$ cat src/rtl/fa_pkg.sv
package fa_pkg;
    typedef enum logic [1:0] {
        ST_HUNT   = 2'd0,
        ST_VERIFY = 2'd1,
        ST_LOCKED = 2'd2
    } fa_state_e;

    localparam int          FA_PAT_W   = 32;
    localparam logic [31:0] FA_PATTERN = 32'hF6F6_F628;
endpackage

$ cat src/rtl/fa_window.sv
// Bit history and framing word match at every offset within the newest nibble.
module fa_window #(
    parameter int NIB_W = 4,
    parameter int PAT_W = fa_pkg::FA_PAT_W,
    localparam int WIN_W  = PAT_W + NIB_W - 1,
    localparam int HIST_W = PAT_W - 1
) (
    input  logic             clk,
    input  logic             rst,
    input  logic [NIB_W-1:0] din,
    output logic [WIN_W-1:0] win,
    output logic [NIB_W-1:0] hit
);
    logic [HIST_W-1:0] hist_q;
    logic [NIB_W-1:0]  fresh;

    // newest bit lands at win[0]; din[0] is earliest so it sits highest
    for (genvar i = 0; i < NIB_W; i++) begin : g_rev
        assign fresh[NIB_W-1-i] = din[i];
    end

    assign win = {hist_q, fresh};

    always_ff @(posedge clk) begin
        if (rst) hist_q <= '0;
        else     hist_q <= win[HIST_W-1:0];
    end

    // hit[j]: word ends j bits before the newest bit
    for (genvar j = 0; j < NIB_W; j++) begin : g_cmp
        assign hit[j] = (win[j+PAT_W-1 -: PAT_W] == fa_pkg::FA_PATTERN);
    end
endmodule

$ cat src/rtl/fa_ctrl.sv
// Framing state machine: HUNT, VERIFY, LOCKED.
module fa_ctrl
    import fa_pkg::*;
#(
    parameter int NIB_W      = 4,
    parameter int FRAME_LEN  = 9720,
    parameter int CONFIRM    = 3,
    parameter int MISS_LIMIT = 4,
    localparam int OFF_W  = (NIB_W > 1) ? $clog2(NIB_W) : 1,
    localparam int TMR_W  = $clog2(FRAME_LEN),
    localparam int CNT_W  = $clog2(CONFIRM + 1),
    localparam int MISS_W = $clog2(MISS_LIMIT + 1)
) (
    input  logic             clk,
    input  logic             rst,
    input  logic             en,
    input  logic [NIB_W-1:0] hit,
    output logic [OFF_W-1:0] off,
    output logic             locked,
    output logic             fire
);
    fa_state_e         st_q, st_n;
    logic [OFF_W-1:0]  off_q, off_n;
    logic [TMR_W-1:0]  tmr_q, tmr_n;
    logic [CNT_W-1:0]  cnt_q, cnt_n;
    logic [MISS_W-1:0] miss_q, miss_n;
    logic [OFF_W-1:0]  hunt_off;
    logic              hunt_any;
    logic              due;
    logic              sched_hit;

    // lowest offset wins if several match
    always_comb begin
        hunt_off = '0;
        for (int j = NIB_W - 1; j >= 0; j--) begin
            if (hit[j]) hunt_off = OFF_W'(j);
        end
    end

    assign hunt_any  = |hit;
    assign due       = (tmr_q == TMR_W'(FRAME_LEN - 1));
    assign sched_hit = hit[off_q];

    // state register process
    always_ff @(posedge clk) begin
        if (rst) begin
            st_q   <= ST_HUNT;
            off_q  <= '0;
            tmr_q  <= '0;
            cnt_q  <= '0;
            miss_q <= '0;
        end else begin
            st_q   <= st_n;
            off_q  <= off_n;
            tmr_q  <= tmr_n;
            cnt_q  <= cnt_n;
            miss_q <= miss_n;
        end
    end

    // next-state logic
    always_comb begin
        st_n   = st_q;
        off_n  = off_q;
        tmr_n  = tmr_q;
        cnt_n  = cnt_q;
        miss_n = miss_q;
        fire   = 1'b0;
        if (en) begin
            unique case (st_q)
                ST_HUNT: begin
                    if (hunt_any) begin
                        off_n = hunt_off;
                        cnt_n = CNT_W'(1);
                        tmr_n = '0;
                        st_n  = ST_VERIFY;
                    end
                end
                ST_VERIFY: begin
                    if (due) begin
                        tmr_n = '0;
                        if (sched_hit) begin
                            if (cnt_q == CNT_W'(CONFIRM - 1)) begin
                                st_n   = ST_LOCKED;
                                miss_n = '0;
                                fire   = 1'b1;
                            end else begin
                                cnt_n = cnt_q + 1'b1;
                            end
                        end else begin
                            st_n = ST_HUNT;
                        end
                    end else begin
                        tmr_n = tmr_q + 1'b1;
                    end
                end
                ST_LOCKED: begin
                    if (due) begin
                        tmr_n = '0;
                        if (sched_hit) begin
                            miss_n = '0;
                        end else if (miss_q == MISS_W'(MISS_LIMIT - 1)) begin
                            st_n = ST_HUNT;
                        end else begin
                            miss_n = miss_q + 1'b1;
                        end
                    end else begin
                        tmr_n = tmr_q + 1'b1;
                    end
                end
                default: st_n = ST_HUNT;
            endcase
        end
    end

    // output process
    always_comb begin
        locked = (st_q == ST_LOCKED);
        off    = off_q;
    end
endmodule

$ cat src/rtl/fa_align.sv
// Output barrel select and delayed sync pulse.
module fa_align #(
    parameter int NIB_W    = 4,
    parameter int WIN_W    = 35,
    parameter int SYNC_LEN = 4,
    localparam int OFF_W = (NIB_W > 1) ? $clog2(NIB_W) : 1,
    localparam int IDX_W = $clog2(WIN_W),
    localparam int SC_W  = $clog2(SYNC_LEN + 2)
) (
    input  logic             clk,
    input  logic             rst,
    input  logic [WIN_W-1:0] win,
    input  logic [OFF_W-1:0] off,
    input  logic             fire,
    output logic [NIB_W-1:0] dout,
    output logic             sync
);
    logic [NIB_W-1:0] dout_n;
    logic [NIB_W-1:0] dout_q;
    logic [SC_W-1:0]  sc_q;

    always_comb begin
        for (int i = 0; i < NIB_W; i++) begin
            dout_n[i] = win[IDX_W'(off) + IDX_W'(NIB_W - 1 - i)];
        end
    end

    always_ff @(posedge clk) begin
        if (rst) begin
            dout_q <= '0;
            sc_q   <= '0;
        end else begin
            dout_q <= dout_n;
            if (fire)              sc_q <= SC_W'(SYNC_LEN + 1);
            else if (sc_q != '0)   sc_q <= sc_q - 1'b1;
        end
    end

    // one idle count delays the pulse onto the first nibble after A2
    assign sync = (sc_q != '0) && (sc_q <= SC_W'(SYNC_LEN));
    assign dout = dout_q;
endmodule

$ cat src/rtl/sonet_frame_aligner.sv
module sonet_frame_aligner #(
    parameter int NIB_W      = 4,
    parameter int FRAME_LEN  = 9720,
    parameter int CONFIRM    = 3,
    parameter int MISS_LIMIT = 4,
    parameter int SYNC_LEN   = 4
) (
    input  logic             clk,
    input  logic             rst,
    input  logic             en_i,
    input  logic [NIB_W-1:0] din_i,
    output logic [NIB_W-1:0] dout_o,
    output logic             sync_o,
    output logic             in_frame_o
);
    localparam int PAT_W = fa_pkg::FA_PAT_W;
    localparam int WIN_W = PAT_W + NIB_W - 1;
    localparam int OFF_W = (NIB_W > 1) ? $clog2(NIB_W) : 1;

    logic [WIN_W-1:0] win;
    logic [NIB_W-1:0] hit;
    logic [OFF_W-1:0] off;
    logic             fire;

    fa_window #(.NIB_W(NIB_W), .PAT_W(PAT_W)) u_win (
        .clk (clk),
        .rst (rst),
        .din (din_i),
        .win (win),
        .hit (hit)
    );

    fa_ctrl #(
        .NIB_W(NIB_W), .FRAME_LEN(FRAME_LEN),
        .CONFIRM(CONFIRM), .MISS_LIMIT(MISS_LIMIT)
    ) u_ctrl (
        .clk    (clk),
        .rst    (rst),
        .en     (en_i),
        .hit    (hit),
        .off    (off),
        .locked (in_frame_o),
        .fire   (fire)
    );

    fa_align #(.NIB_W(NIB_W), .WIN_W(WIN_W), .SYNC_LEN(SYNC_LEN)) u_align (
        .clk  (clk),
        .rst  (rst),
        .win  (win),
        .off  (off),
        .fire (fire),
        .dout (dout_o),
        .sync (sync_o)
    );
endmodule

$ cat config.mk
export PLATFORM = sky130hd
export DESIGN_NAME = sonet_frame_aligner
export DESIGN_NICKNAME = d
export VERILOG_FILES = /design/src/rtl/fa_pkg.sv /design/src/rtl/fa_window.sv /design/src/rtl/fa_ctrl.sv /design/src/rtl/fa_align.sv /design/src/rtl/sonet_frame_aligner.sv
export SDC_FILE = /design/constraint.sdc
export NUM_CORES = 1
export LEC_CHECK = 0
export CAP_MARGIN = 20
export CORE_MARGIN = 2
export CORE_UTILIZATION = 56
export DETAILED_ROUTE_END_ITERATION = 7
export DONT_BUFFER_PORTS = 1
export GPL_TIMING_DRIVEN = 0
export PLACE_DENSITY = 0.76
export SLEW_MARGIN = 20
export SYNTH_ARGS = -nofsm -noshare
export SYNTH_HDL_FRONTEND = slang
export SYNTH_HIERARCHICAL = 1
export SYNTH_SLANG_ARGS = --single-unit
$ cat constraint.sdc
create_clock -name clk -period 2.9 [get_ports clk]
set_clock_uncertainty 0.05 [all_clocks]
set_input_delay 0.29 -clock clk [delete_from_list [all_inputs] [get_ports clk]]
set_output_delay 0.29 -clock clk [all_outputs]
set_load 0.01 [all_outputs]
==> run_results.csv, run 1 <==
group,metric,value,unit
route,first_pass_iters,4,
cells_and_area,antenna_cells,0,
sta,final_max_slew_viol_count,0,
route,drtIter0Drc,136,
setup_path,cp_num_buf_inv,0,
setup_path,cpPeakStageDelay,0.57,ns
floorplanning,die_h,76.0,µm
global_route,use_met3,4.52,%
yosys,synth_area_per_cell,9.80,µm²
global_route,overflow,0,
pwr,p_per_area,546,nW/µm²
clock_tree,cts_tree,"built",
run,cap_violations,0,
setup_path,rr_worst_depth,8,
yosys,syn_area,2900,µm²
sta,finalHoldViolations,0,
route,num_vias,2219,
yosys,synth_ff_type,"dfxtp_1",
placement,dpl_worst_slack,-0.301,ns
floorplanning,start_util,57.5,%
setup_path,ff2ff_setup_slack,0.06,ns
pwr,p_leak,1.25,nW
global_route,grt_pass1_wl,10100,µm
global_route,use_met1,29.4,%
yosys,seq_area_frac_synth,42.1,%
setup_path,endpoint,"u_ctrl/cnt_q[1]$_SDFFE_PP0P_",
route,detail-route-antenna-nets,0,
pwr,power.total,1.80,mW
pwr,irDropWorstVdd,317,µV
global_route,antenna_found_initial,0,
placement,gp_congestion,0.788,
yosys,synthCells,296,
clock_tree,root_buffer,"clkbuf_8",
min_path,holdCritPathClass,"primary input to flop",
global_route,grt-busiest-layer,"met2",
sta,worst_pin_slew,0.929,ns
setup_path,critPathKind,"flop to flop",
cells_and_area,final_common_cell,"dfxtp_1",
setup_path,cp_max_fo,4,
yosys,synth-edff-count,0,
sta,finalCritPeriodShare,98.0,%
setup_path,cp.depth,8,
yosys,ys_warn_count,6,
setup_path,cp-end-kind,"flop",
global_route,grt_start_max_net_pins,12,
setup_path,crit_chain,"nand3_2 -> or4_4 -> nor4_4 -> mux4_2 -> nand2_2 -> or3_4 -> or4_4 -> a21oi_2",
route,wire_per_inst,15.8,µm
setup_path,cp_common_cell,"or4_4",
yosys,ys_ff_latch,61,
sta,min_period,2.84,ns
setup_path,cp_slowest_cell,"or4_4",
sta,setup_slack,0.0574,ns
setup_path,cp.required,3.13,ns
clock_tree,cts_made_buffers,9,
setup_path,r2r_end,"u_ctrl/cnt_q[1]$_SDFFE_PP0P_",
clock_tree,cts_sinks,61,
clock_tree,h-tree-depth,3,
global_route,grt_pass1_vias,2123,
setup_path,cp.arrival,3.07,ns
sta,finalHoldWorstSlack,0.0266,ns
clock_tree,clk_path_buf_depth,2,
setup_path,critPathLaunch,"u_win/hist_q[18]$_SDFF_PP0_",
route,wirelength,6090,µm
floorplanning,core-area,5040,µm²
cells_and_area,layout.nets,329,
cells_and_area,layout-drive-gt1-share,19.4,%
floorplanning,fp-row-count,26,
yosys,ys_types,57,
sta,clock.fmax,352,MHz
setup_path,r2r-start,"u_win/hist_q[18]$_SDFF_PP0_",
cells_and_area,syn_to_final_growth,14.0,%
sta,final-setup-viol-count,0,
clock_tree,clk_pin_slew,0.08,ns
placement,hpwlAfterDp,4140,µm
setup_path,startpoint_type,"flop",
cells_and_area,final_cell_mix,"56 x dfxtp_1, 37 x nor2b_1, 22 x nor2_1",
floorplanning,dieWidth,76.0,µm
clock_tree,clk_latency,0.34,ns
route,viasPerCell,5.76,
route,drc,0,
placement,portBuffers,0,
global_route,grtUsageTotal,22.3,%
global_route,met2_usage,34.0,%
floorplanning,die-area,5770,µm²
setup_path,cp_top_family,"simple AND/OR/NAND/NOR gates",
yosys,synth_fp_nets,315,
yosys,synth-async-reset-ratio,0,%
run_status,outcome,"finished, final reports clean",
floorplanning,boundaryPins,13,
sta,slew-limit-headroom,37.5,%
[where the power goes]
part	internal (mW)	switching, mW
clock	0.443	0.340
combinational	0.0664	0.0740
sequential	0.863	0.0181
total	1.37	0.432
[layer usage]
layer | wire [µm] | share of wire [%]
met1 | 2770 | 46
met2 | 2870 | 47
met3 | 286 | 4.7
met4 | 163 | 2.7
met5 | 0 | 0
[cell families after synthesis]
logic type      count (synthesis)  share of synthesized area (%)
fa+ha+maj                      12                           5.18
buf+inv                        32                           5.56
mux                             9                           6.51
xor+xnor                       13                           3.93
compound gates                 35                           9.02
flops                          61                           42.1
simple gates                  134                           27.7
[what timing repair did]
action | in CTS | in global routing
hold buffers | 1 | 0
setup endpoints to repair | 15 | 18
gates resized for setup | 7 | 15
pin swaps | 1 | 2
setup buffers | 1 | 1
endpoints found under the hold margin | 6 | 0
cloned | 0 | 0
[worst register-to-register path: stages, from the launching register on]
cell	delay (ns)
dfxtp_2	0.35
nand3_2	0.12
or4_4	0.57
nor4_4	0.29
mux4_2	0.34
nand2_2	0.10
or3_4	0.40
or4_4	0.43
a21oi_2	0.14
[synthesized netlist by cell type, types with 5 or more instances]
library cell	instances	area share (%)
dfxtp_1	61	42
nor2b_1	37	8.0
nor2_1	22	2.8
inv_1	19	2.5
nand2_1	16	2.1
ha_1	12	5.2
nand3_1	12	2.1
a21oi_1	9	1.6
nor3_1	9	1.6
xor2_1	9	2.7
nand4_1	6	1.3
nor4b_1	5	1.5
o21ai_0	5	0.86
[layout make-up]
type | instances | area, µm²
timing repair buffer | 3 | 25.0
clock inverter | 5 | 58.8
buffer | 13 | 92.6
inverter | 19 | 71.3
multi-input combinational | 203 | 1590
fill | 385 | 1740
tap | 70 | 87.6
clock buffer | 11 | 151
sequential | 61 | 1230
[per-stage QoR]
| step | setup TNS, ns | cell area [µm²] | cells | utilization (%) |
|---|---|---|---|---|
| after floorplan | 0 | 2900 | 296 | - |
| after global placement | -2.67 | 2990 | 366 | 59.3 |
| after detailed placement | -3.20 | 2990 | 366 | 59.3 |
| after CTS | 0 | 3250 | 384 | 64.4 |
| after global routing | -0.0477 | 3310 | 385 | 65.6 |
| final | 0 | 3310 | 385 | 65.6 |
[how the worst min path moves through the flow]
| stage | from | end | slack (ns) | cells after the start |
|---|---|---|---|---|
| CTS | din_i[2] | u_win/hist_q[1]$_SDFF_PP0_ | 0.01 | 1 |
| global route | din_i[3] | u_win/hist_q[0]$_SDFF_PP0_ | 0.01 | 1 |
| detailed placement | rst | u_align/sc_q[0]$_SDFFE_PP0P_ | 0.31 | 1 |
| finish | din_i[3] | u_win/hist_q[0]$_SDFF_PP0_ | 0.03 | 1 |
| global placement | rst | u_align/sc_q[2]$_SDFFE_PP0P_ | 0.31 | 1 |
| floorplan | rst | u_align/sc_q[0]$_SDFFE_PP0P_ | 0.31 | 1 |
[state kept, by name, summed over array words and instances, names as in the netlist]
name	cells
u_ctrl/tmr_q	14
u_align/dout	4
u_ctrl/st_q	2
u_align/sc_q	3
u_ctrl/miss_q	3
u_win/hist_q	31
u_ctrl/cnt_q	2
u_ctrl/off	2
No activity file was read; power rests on OpenSTA's default activity.
==> run 2: changes to the inputs <==
--- a/config.mk
+++ b/config.mk
@@ -7,11 +7,12 @@
 export LEC_CHECK = 0
 export CAP_MARGIN = 20
 export CORE_MARGIN = 2
-export CORE_UTILIZATION = 56
+export CORE_UTILIZATION = 59
+export CTS_BUF_LIST = sky130_fd_sc_hd__clkbuf_4
 export DETAILED_ROUTE_END_ITERATION = 7
 export DONT_BUFFER_PORTS = 1
 export GPL_TIMING_DRIVEN = 0
-export PLACE_DENSITY = 0.76
+export PLACE_DENSITY = 0.8
 export SLEW_MARGIN = 20
 export SYNTH_ARGS = -nofsm -noshare
 export SYNTH_HDL_FRONTEND = slang
==> run_results.csv, run 2 (synthesis gave the netlist of run 1 again) <==
group,metric,value,unit
sta,min_period,2.83,ns
route,wire_per_inst,16.2,µm
route,wirelength,6350,µm
setup_path,startpoint_type,"flop",
clock_tree,h-tree-depth,3,
floorplanning,fp-row-count,25,
cells_and_area,layout.nets,339,
floorplanning,die_h,74.1,µm
pwr,p_per_area,486,nW/µm²
sta,final_max_slew_viol_count,0,
sta,slew-limit-headroom,56.8,%
global_route,grt_start_max_net_pins,13,
placement,place_inst,363,
pwr,p_leak,1.27,nW
cells_and_area,layout-drive-gt1-share,20.9,%
sta,finalHoldViolations,0,
sta,worst_pin_slew,0.643,ns
run,cap_violations,0,
sta,setup_tns,0,ns
floorplanning,start_util,61.4,%
clock_tree,clk_latency,0.41,ns
setup_path,cp.required,3.19,ns
pwr,power.total,1.63,mW
route,detail-route-antenna-nets,0,
setup_path,cp.arrival,3.13,ns
cells_and_area,fin_cells,392,
route,drtIter0Drc,252,
cells_and_area,utilization,70.8,%
clock_tree,root_buffer,"clkbuf_4",
setup_path,cp-end-kind,"flop",
clock_tree,clk_path_buf_depth,2,
global_route,antenna_found_initial,0,
route,drc,0,
pwr,irDropWorstVdd,319,µV
global_route,overflow,0,
sta,clock.fmax,353,MHz
sta,final-setup-viol-count,0,
setup_path,critPathKind,"flop to flop",
min_path,holdCritPathClass,"primary input to flop",
clock_tree,cts_made_buffers,9,
global_route,grt_pass1_wl,9970,µm
placement,hpwlAfterDp,4020,µm
route,viasPerCell,5.86,
route,num_vias,2298,
cells_and_area,final_common_cell,"dfxtp_1",
floorplanning,boundaryPins,13,
cells_and_area,syn_to_final_growth,15.3,%
placement,gp_congestion,0.846,
setup_path,cp_max_fo,7,
sta,finalHoldWorstSlack,0.0682,ns
clock_tree,cts_sinks,61,
cells_and_area,regMostFlops,"u_win/hist_q",
sta,finalCritPeriodShare,97.7,%
floorplanning,die-area,5490,µm²
clock_tree,clk_pin_slew,0.11,ns
clock_tree,cts_tree,"built",
cells_and_area,antenna_cells,0,
cells_and_area,final_cell_mix,"58 x dfxtp_1, 37 x nor2b_1, 22 x nor2_1",
placement,portBuffers,0,
global_route,grtUsageTotal,24.3,%
floorplanning,core-area,4720,µm²
floorplanning,dieWidth,74.1,µm
global_route,grt_pass1_vias,2150,
run_status,outcome,"finished, final reports clean",
route,first_pass_iters,5,
cells_and_area,largest_reg_flops,31,
-- run 2: changes by cell type in the layout (fill, tap and decap cells not counted), sizes merged --
cell | previous run | this run
clkinvlp | 2 | 3
inv | 19 | 20
clkbuf | 16 | 14
dlygate4sd3 | 1 | 6
buf | 10 | 15
-- run 2: per-stage QoR --
step	instance area [µm²]	worst slack [ns]
2_1_floorplan	2900	0.168
3_3_place_gp	2980	-0.240
3_5_place_dp	2980	-0.233
4_1_cts	3230	0.0382
5_1_grt	3340	-0.0377
6_report	3340	0.0680
-- run 2: report_power, final --
part / switching [mW] / leakage (nW) / internal [mW]
logic: 0.0773 / 0.707 / 0.0711
clock network: 0.331 / 0.0685 / 0.265
registers: 0.0190 / 0.496 / 0.863
-- run 2: final cells by class --
cell class | count | area (µm²)
clock inverter | 7 | 75.1
timing repair buffer | 13 | 113
tap | 67 | 83.8
clock buffer | 9 | 67.6
multi-input combinational | 203 | 1610
fill | 340 | 1380
buffer | 13 | 92.6
sequential | 61 | 1230
inverter | 19 | 71.3
-- run 2: layer usage --
metal,GRT usage (%),part of all wire [%]
met1,32.2,43
met2,37.5,48
met3,6.91,7.2
met4,9.70,1.1
met5,0,0
-- run 2: final timing paths --
| kind | from | to | slack, ns | cells past startpoint |
|---|---|---|---|---|
| hold / removal | rst | u_align/dout[2]$_SDFF_PP0_ | 0.07 | 2 |
| setup reg to reg | u_win/hist_q[0]$_SDFF_PP0_ | u_ctrl/tmr_q[9]$_SDFFE_PP0P_ | 0.07 | 9 |
| hold reg to reg | u_win/hist_q[22]$_SDFF_PP0_ | u_win/hist_q[26]$_SDFF_PP0_ | 0.42 | 1 |
| setup / recovery | u_win/hist_q[0]$_SDFF_PP0_ | u_ctrl/tmr_q[9]$_SDFFE_PP0P_ | 0.07 | 9 |
-- run 2: repair_timing --
| action | CTS | global route |
|---|---|---|
| buffers inserted | 3 | 4 |
| endpoints found under the setup margin | 14 | 18 |
| pin swaps | 1 | 6 |
| hold buffers | 5 | 1 |
| gates resized for setup | 7 | 18 |
| hold endpoints to repair | 10 | 1 |
-- run 2: critical path, cell delays in order, from the launching register on --
cell and delay, ns:
dfxtp_4 0.38, nand2b_1 0.16, or4_4 0.56, nor4_4 0.26
buf_4 0.17, nor4_2 0.08, a21oi_1 0.20, nand4_1 0.14
or4b_2 0.62, a21oi_1 0.15
